File: config.mk
export PLATFORM = sky130hd
export DESIGN_NAME = rxbd_ring_engine
export DESIGN_NICKNAME = d
export VERILOG_FILES = /design/src/rtl/rxbd_pkg.sv /design/src/rtl/rxbd_store.sv /design/src/rtl/rxbd_len_track.sv /design/src/rtl/rxbd_fsm.sv /design/src/rtl/rxbd_ring_engine.sv
export SDC_FILE = /design/constraint.sdc
export NUM_CORES = 1
export LEC_CHECK = 0
export ABC_AREA = 1
export ABC_CLOCK_PERIOD_IN_PS = 4800
export BUFFER_PORTS_ARGS = -buffer_cell sky130_fd_sc_hd__clkbuf_2
export CORE_MARGIN = 2
export CORE_UTILIZATION = 28
export CTS_BUF_LIST = sky130_fd_sc_hd__clkbuf_4
export DETAILED_ROUTE_END_ITERATION = 8
export GPL_TIMING_DRIVEN = 0
export PLACE_DENSITY = 0.44
export SLEW_MARGIN = 15
export SYNTH_ARGS = -nofsm -noshare
export SYNTH_HDL_FRONTEND = slang
export SYNTH_SLANG_ARGS = --single-unit
File: constraint.sdc
create_clock -name clk -period 4.8 [get_ports clk]
set_clock_uncertainty 0.1 [all_clocks]
set_input_delay 0.72 -clock clk [delete_from_list [all_inputs] [get_ports clk]]
set_output_delay 0.72 -clock clk [all_outputs]
set_load 0.1 [all_outputs]
File: src/rtl/rxbd_pkg.sv
package rxbd_pkg;

    typedef enum logic [2:0] {
        ST_IDLE,
        ST_RECV,
        ST_CLOSE,
        ST_DROP,
        ST_STALL
    } rx_state_e;

    // Status half-word bit positions
    localparam int ST_EMPTY_BIT = 15;
    localparam int ST_WRAP_BIT  = 13;
    localparam int ST_LAST_BIT  = 11;

    // Error bit positions in the status half-word
    localparam int ERR_COL_BIT   = 0;
    localparam int ERR_OVR_BIT   = 1;
    localparam int ERR_CRC_BIT   = 2;
    localparam int ERR_SHORT_BIT = 3;
    localparam int ERR_ALIGN_BIT = 4;
    localparam int ERR_LONG_BIT  = 5;
    localparam int ERR_W         = 6;

    // Status bits that survive a close untouched
    localparam logic [15:0] ST_KEEP_MASK = 16'h7000;

    // Event register: frame received
    localparam int EVT_RXF_BIT = 25;

endpackage

File: src/rtl/rxbd_store.sv
module rxbd_store #(
    parameter int IDX_W = 4
) (
    input  logic             clk,
    input  logic             rst_n,
    input  logic             sw_we,
    input  logic [IDX_W-1:0] sw_addr,
    input  logic [31:0]      sw_wdata,
    output logic [31:0]      sw_rdata,
    input  logic             eng_we,
    input  logic [IDX_W-1:0] eng_idx,
    input  logic [31:0]      eng_wdata,
    output logic [15:0]      eng_status
);
    localparam int DEPTH = 1 << IDX_W;

    logic [31:0] tbl [DEPTH];

    // Engine write wins over a software write to the same entry
    always_ff @(posedge clk or negedge rst_n) begin
        if (!rst_n) begin
            for (int i = 0; i < DEPTH; i++) tbl[i] <= '0;
        end else begin
            for (int i = 0; i < DEPTH; i++) begin
                if (eng_we && eng_idx == IDX_W'(i))
                    tbl[i] <= eng_wdata;
                else if (sw_we && sw_addr == IDX_W'(i))
                    tbl[i] <= sw_wdata;
            end
        end
    end

    always_ff @(posedge clk or negedge rst_n) begin
        if (!rst_n) sw_rdata <= '0;
        else        sw_rdata <= tbl[sw_addr];
    end

    assign eng_status = tbl[eng_idx][31:16];

endmodule

File: src/rtl/rxbd_len_track.sv
module rxbd_len_track
    import rxbd_pkg::*;
#(
    parameter int BUF_BYTES = 1520,
    parameter int MIN_BYTES = 64,
    parameter int MAX_BYTES = 1518,
    parameter int LEN_W     = 11
) (
    input  logic             clk,
    input  logic             rst_n,
    input  logic             start,
    input  logic             beat,
    input  logic             capture,
    input  logic             crc_err,
    input  logic             align_err,
    input  logic             ovr_err,
    input  logic             col_err,
    output logic [LEN_W-1:0] byte_cnt,
    output logic [ERR_W-1:0] err_flags
);
    logic crc_q, align_q, ovr_q, col_q;

    always_ff @(posedge clk or negedge rst_n) begin
        if (!rst_n) begin
            byte_cnt <= '0;
        end else if (start) begin
            byte_cnt <= LEN_W'(1);
        end else if (beat && byte_cnt < LEN_W'(BUF_BYTES)) begin
            byte_cnt <= byte_cnt + LEN_W'(1);
        end
    end

    always_ff @(posedge clk or negedge rst_n) begin
        if (!rst_n) begin
            {crc_q, align_q, ovr_q, col_q} <= '0;
        end else if (capture) begin
            {crc_q, align_q, ovr_q, col_q} <= {crc_err, align_err, ovr_err, col_err};
        end else if (start) begin
            {crc_q, align_q, ovr_q, col_q} <= '0;
        end
    end

    always_comb begin
        err_flags                = '0;
        err_flags[ERR_COL_BIT]   = col_q;
        err_flags[ERR_OVR_BIT]   = ovr_q;
        err_flags[ERR_CRC_BIT]   = crc_q;
        err_flags[ERR_ALIGN_BIT] = align_q;
        err_flags[ERR_SHORT_BIT] = byte_cnt < LEN_W'(MIN_BYTES);
        err_flags[ERR_LONG_BIT]  = byte_cnt > LEN_W'(MAX_BYTES);
    end

endmodule

File: src/rtl/rxbd_fsm.sv
module rxbd_fsm
    import rxbd_pkg::*;
#(
    parameter int IDX_W = 4
) (
    input  logic             clk,
    input  logic             rst_n,
    input  logic             soft_rst,
    input  logic             rx_kick,
    input  logic             rx_valid,
    input  logic             rx_sof,
    input  logic             rx_eof,
    input  logic [IDX_W:0]   cfg_len,
    input  logic             cur_empty,
    input  logic             cur_wrap,
    output logic [IDX_W-1:0] ptr_off,
    output logic             trk_start,
    output logic             trk_beat,
    output logic             trk_capture,
    output logic             close,
    output logic             stalled
);
    rx_state_e state, state_nx;
    logic      ring_last;
    logic      byte_sof, byte_eof;

    assign byte_sof  = rx_valid && rx_sof;
    assign byte_eof  = rx_valid && rx_eof;
    assign ring_last = (ptr_off == IDX_W'(cfg_len - (IDX_W+1)'(1)));

    // State register
    always_ff @(posedge clk or negedge rst_n) begin
        if (!rst_n) state <= ST_IDLE;
        else        state <= state_nx;
    end

    // Next state
    always_comb begin
        state_nx = state;
        unique case (state)
            ST_IDLE: begin
                if (byte_sof) begin
                    if (cur_empty) state_nx = rx_eof ? ST_CLOSE : ST_RECV;
                    else           state_nx = rx_eof ? ST_STALL : ST_DROP;
                end
            end
            ST_RECV:  if (byte_eof) state_nx = ST_CLOSE;
            ST_CLOSE: state_nx = ST_IDLE;
            ST_DROP:  if (byte_eof) state_nx = ST_STALL;
            ST_STALL: begin
                if (rx_kick)                  state_nx = ST_IDLE;
                else if (byte_sof && !rx_eof) state_nx = ST_DROP;
            end
            default:  state_nx = ST_IDLE;
        endcase
        if (soft_rst) state_nx = ST_IDLE;
    end

    // Outputs
    always_comb begin
        trk_start   = 1'b0;
        trk_beat    = 1'b0;
        trk_capture = 1'b0;
        close       = 1'b0;
        stalled     = 1'b0;
        unique case (state)
            ST_IDLE: begin
                trk_start   = byte_sof && cur_empty;
                trk_capture = byte_sof && cur_empty && rx_eof;
            end
            ST_RECV: begin
                trk_beat    = rx_valid;
                trk_capture = byte_eof;
            end
            ST_CLOSE: close   = !soft_rst;
            ST_DROP:  ;
            ST_STALL: stalled = 1'b1;
            default:  ;
        endcase
    end

    // Ring position as offset from the base
    always_ff @(posedge clk or negedge rst_n) begin
        if (!rst_n) begin
            ptr_off <= '0;
        end else if (soft_rst) begin
            ptr_off <= '0;
        end else if (close) begin
            ptr_off <= (cur_wrap || ring_last) ? '0 : ptr_off + IDX_W'(1);
        end
    end

endmodule

File: src/rtl/rxbd_ring_engine.sv
module rxbd_ring_engine
    import rxbd_pkg::*;
#(
    parameter int IDX_W     = 4,
    parameter int BUF_BYTES = 1520,
    parameter int MIN_BYTES = 64,
    parameter int MAX_BYTES = 1518
) (
    input  logic             clk,
    input  logic             rst_n,
    input  logic             soft_rst,
    input  logic [IDX_W-1:0] cfg_base,
    input  logic [IDX_W:0]   cfg_len,
    input  logic             sw_we,
    input  logic [IDX_W-1:0] sw_addr,
    input  logic [31:0]      sw_wdata,
    output logic [31:0]      sw_rdata,
    input  logic             rx_valid,
    input  logic             rx_sof,
    input  logic             rx_eof,
    input  logic             rx_crc_err,
    input  logic             rx_align_err,
    input  logic             rx_ovr_err,
    input  logic             rx_col_err,
    input  logic             rx_kick,
    input  logic             evt_clr_we,
    input  logic [31:0]      evt_clr_data,
    input  logic [31:0]      evt_mask,
    output logic [31:0]      evt_status,
    output logic             irq
);
    localparam int LEN_W = $clog2(BUF_BYTES + 1);

    logic [IDX_W-1:0] ptr_off, cur_idx;
    logic [15:0]      cur_status, new_status;
    logic [LEN_W-1:0] byte_cnt;
    logic [ERR_W-1:0] err_flags;
    logic             trk_start, trk_beat, trk_capture;
    logic             eng_we, stalled, evt_rxf;
    logic [31:0]      eng_wdata;

    assign cur_idx = cfg_base + ptr_off;

    rxbd_store #(.IDX_W(IDX_W)) u_store (
        .clk        (clk),
        .rst_n      (rst_n),
        .sw_we      (sw_we),
        .sw_addr    (sw_addr),
        .sw_wdata   (sw_wdata),
        .sw_rdata   (sw_rdata),
        .eng_we     (eng_we),
        .eng_idx    (cur_idx),
        .eng_wdata  (eng_wdata),
        .eng_status (cur_status)
    );

    rxbd_fsm #(.IDX_W(IDX_W)) u_fsm (
        .clk         (clk),
        .rst_n       (rst_n),
        .soft_rst    (soft_rst),
        .rx_kick     (rx_kick),
        .rx_valid    (rx_valid),
        .rx_sof      (rx_sof),
        .rx_eof      (rx_eof),
        .cfg_len     (cfg_len),
        .cur_empty   (cur_status[ST_EMPTY_BIT]),
        .cur_wrap    (cur_status[ST_WRAP_BIT]),
        .ptr_off     (ptr_off),
        .trk_start   (trk_start),
        .trk_beat    (trk_beat),
        .trk_capture (trk_capture),
        .close       (eng_we),
        .stalled     (stalled)
    );

    rxbd_len_track #(
        .BUF_BYTES (BUF_BYTES),
        .MIN_BYTES (MIN_BYTES),
        .MAX_BYTES (MAX_BYTES),
        .LEN_W     (LEN_W)
    ) u_len (
        .clk       (clk),
        .rst_n     (rst_n),
        .start     (trk_start),
        .beat      (trk_beat),
        .capture   (trk_capture),
        .crc_err   (rx_crc_err),
        .align_err (rx_align_err),
        .ovr_err   (rx_ovr_err),
        .col_err   (rx_col_err),
        .byte_cnt  (byte_cnt),
        .err_flags (err_flags)
    );

    // Descriptor write-back word
    always_comb begin
        new_status                    = cur_status & ST_KEEP_MASK;
        new_status[ST_LAST_BIT]       = 1'b1;
        new_status[ERR_W-1:0]         = err_flags;
        eng_wdata                     = {new_status, 16'(byte_cnt)};
    end

    // Event register, set wins over clear
    always_ff @(posedge clk or negedge rst_n) begin
        if (!rst_n)
            evt_rxf <= 1'b0;
        else if (eng_we)
            evt_rxf <= 1'b1;
        else if (evt_clr_we && (evt_clr_data & evt_status) != '0)
            evt_rxf <= 1'b0;
    end

    always_comb begin
        evt_status              = '0;
        evt_status[EVT_RXF_BIT] = evt_rxf;
    end

    assign irq = |(evt_status & evt_mask);

endmodule

==> metrics.md <==
| Metric | Value |
|---|---|
| Power per Cell Area | `516 nW/um^2` |
| Failing checks | `DRC` |
| Most frequent cells in the layout | `nand2_1, dfrtp_1, inv_1` |
| H-tree depth | `4` |
| Die area | `111000 um^2` |
| Core Box Area | `107000 um^2` |
| Syn avg cell area | `approximately 8 um^2` |
| CP most frequent cell | `nand2_1` |
| Endpoints failing setup | `0` |
| First-pass GRT wire length | `207 mm` |
| Met1 track demand over resource | `33.3%` |
| Hold Crit Class | `in2reg` |
| Clock transition at path regs | `~0.060 ns` |
| Initial DRC count | `3117` |
| Non-filler instance count after layout | `around 5700` |
| Max Slew Vio Count | `0` |
| CP bufs+invs | `4` |
| GR peak layer | `met2` |
| Die X | `approximately 330 um` |
| Synth async-reset ratio | `between 90% and 100%` |
| Num rows | `120` |
| Crit path capture type | `flop` |
| Adder-Cell Fraction of Synth Area | `less than 1%` |
| Yosys reg bits | `567` |
| Ys Warns | `0` |
| Register area share after synthesis | `46.9%` |
| GR Overflow Total | `0` |
| Via count | `29700` |
| R2r endpoint | `u_fsm.state[1]$_DFFE_PN0P_` |
| Post-synth top flop | `dfrtp_1` |
| Crit path capture | `u_fsm.state[1]$_DFFE_PN0P_` |
| Lkg Pwr | `0.0168 uW` |
| Hold_sp | `sw_wdata[18]` |
| DP HPWL | `between 100 and 150 mm` |
| R2r startpoint | `u_fsm.ptr_off[0]$_DFFE_PN0P_` |
| Synth Area in Compound Gates | `18.6%` |
| CTS root buf | `clkbuf_4` |
| R2r setup slk | `around 0.55 ns` |
| Period minus WS final | `4.25 ns` |
| Reg2reg path depth | `15` |
| Slew at the pin closest to its max-slew limit | `around 1.3 ns` |
| CP arrival | `between 5 and 6 ns` |
| Die H | `333 um` |
| Clock Latency Late Sink | `1.09 ns` |
| Fin util | `between 30% and 40%` |
| Setup TNS | `0 ns` |
| Num CTS Buffers | `167` |
| Crit path largest cell delay | `0.56 ns` |
| Vias per cell | `5.22` |
| Period utilisation layout | `88.5%` |
| Initial Utilization | `approximately 28%` |
| EDFF count, synth | `0` |
| Run status | `finished, violations left` |
| Worst EP required | `5.64 ns` |
| Crit path depth | `15` |
| # nets final | `4294` |
| # IOs | `187` |
| CTS-repair resized insts | `0` |
| Synth Area in XOR/XNOR | `less than 1%` |
| Longest Clk Path Bufs | `3` |
| Placer Congestion | `0.960` |
| Placed insts | `5359` |
| Post-Syn Instances | `roughly 3800` |
| Largest family of logic cells by synthesized area | `simple AND/OR/NAND/NOR gates` |
| Power Total | `18200 uW` |
| Final hold viol count | `0` |
| GR Util met3 | `4.23%` |
| Post-Synth Simple-Gate Area | `20.3%` |
| WL final | `about 140 mm` |
| Post-synth cell types | `39` |
| Commonest non-fill, non-tap cell in the layout | `nand2_1` |
| CP Class | `reg2reg` |
| MaxCap Viol Count | `0` |
| Initial antenna violation count | `5` |
| Total track usage | `25.5%` |
| Critical-path cell list | `ha_1 -> fa_1 -> xnor2_2 -> inv_2 -> nand2_1 -> nand3_1 -> nand2_1 -> inv_1 -> ha_1 -> o21ai_0 -> a21oi_1 -> dlygate4sd3_1 -> nand2_1 -> o21ai_0 -> dlygate4sd3_1` |
| Largest net degree at the start of global routing | `88` |
| Met2 global-route usage | `40.0%` |
| Peak supply drop | `292 uV` |
| Worst path slowest cell | `dlygate4sd3_1` |
| Area Growth Syn to Fin | `16.5%` |
| RSZ-0062 raised after global routing | `no` |
| CP Launch Point | `u_fsm.ptr_off[0]$_DFFE_PN0P_` |
| Number of global-route vias before repair | `29700` |
| Post-synthesis mux area share | `approximately 1.1%` |
| Layout cells sized above 1 | `13.3%` |
| I/O Buffers | `slightly above 70` |
| Rel. slew slack | `13.3%` |
| CTS tree | `built` |
| CP top delay family | `buffers and inverters` |
| DRT Pass-1 Iters | `7` |
| Clock Sinks | `567` |
| Post-Synthesis Cell Area | `~30000 um^2` |
| Post-DR wirelength/cell | `24.8 um` |
| Drt drc | `1` |
| Worst-path fanout max | `10` |
| Startpoint Class | `flop` |
| Max Clock Freq | `235 MHz` |
| Antenna Nets Post-Route | `0` |
-- metal layers --
layer | routed length, um | share of wire [%]
met1 | 59900 | 42
met2 | 64200 | 45
met4 | 7820 | 5.5
met5 | 21 | 0.015
met3 | 9210 | 6.5
-- worst min-delay path, delay by kind of cell --
family                 cells  cell delay, ns
AOI/OAI and AO/OA          1            0.09
buffers and inverters      1            0.24
and+or+nand+nor            1            0.16
-- report_power, final --
group	internal (uW)	switching, uW
Clock	2410	2370
Sequential	6530	823
Combinational	1860	4170
Total	10800	7360
-- flip-flops by register name, summed over array words and instances (netlist names) --
signal	flops
evt_rxf	1
u_fsm.ptr_off	4
u_fsm.state	3
u_len.align_q	1
u_len.byte_cnt	11
u_len.col_q	1
u_len.crc_q	1
u_len.ovr_q	1
u_store.sw_rdata	32
u_store.tbl	512
-- what timing repair did --
item	CTS	global route
buffers inserted	0	0
hold endpoints to repair	213	0
hold buffers	39	0
-- synthesized netlist by cell type (all sizes together) (7+ instances only) --
| cell type | count | area share, % |
|---|---|---|
| xor2 | 8 | 0.23 |
| nor2 | 61 | 1.1 |
| ha | 7 | 0.29 |
| a21oi | 20 | 0.33 |
| nand4 | 42 | 0.89 |
| buf | 154 | 2.7 |
| mux2 | 30 | 1.1 |
| o221ai | 32 | 0.93 |
| o211ai | 287 | 7.1 |
| o21ai | 314 | 5.2 |
| nand3 | 365 | 6.0 |
| clkbuf | 183 | 2.3 |
| o22ai | 96 | 2.0 |
| inv | 576 | 7.2 |
| dfrtp | 567 | 47 |
| nand2 | 967 | 12 |
| a22oi | 119 | 3.0 |
-- worst min path at each step --
stage / end / slack [ns] / depth (start not counted)
final: u_store.tbl[402]$_DFFE_PN0P_ / 0.13 / 3
after global routing: u_store.tbl[146]$_DFFE_PN0P_ / 0.10 / 3
after CTS: u_fsm.state[2]$_DFFE_PN0P_ / 0.007 / 6
after detailed placement: u_store.tbl[245]$_DFFE_PN0P_ / 0.38 / 2
after global placement: u_store.tbl[245]$_DFFE_PN0P_ / 0.37 / 2
after floorplan: evt_rxf$_DFFE_PN0P_ / 0.32 / 0
-- stage by stage --
stage / worst slack [ns] / cell area, um^2 / hold WS (ns)
after floorplan: 1.94 / 30300 / 0.324
after global placement: -12.02 / 32400 / 0.367
after detailed placement: 0.881 / 32700 / 0.379
after CTS: 0.504 / 35200 / 0.00694
after global routing: 0.369 / 35200 / 0.102
final: 0.552 / 35200 / 0.126
-- cell type report --
class / instances / area [um^2]
Antenna cell: 2 / 5.00
Buffer: 337 / 1520
Clock buffer: 241 / 1810
Clock inverter: 55 / 305
Fill cell: 11700 / 71900
Inverter: 578 / 2170
Multi-Input combinational cell: 2394 / 12500
Sequential cell: 567 / 14200
Tap cell: 1403 / 1760
Timing Repair Buffer: 119 / 982
-- kinds of logic after synthesis --
logic type	Yosys count
other	1
XOR/XNOR	13
buffers and inverters	915
AND/OR/NAND/NOR	1442
adder cells (fa/ha/maj)	8
flip-flops	567
AO/OA/AOI/OAI	870
multiplexers	30
Note: power is estimated with default switching activity, not from simulation.
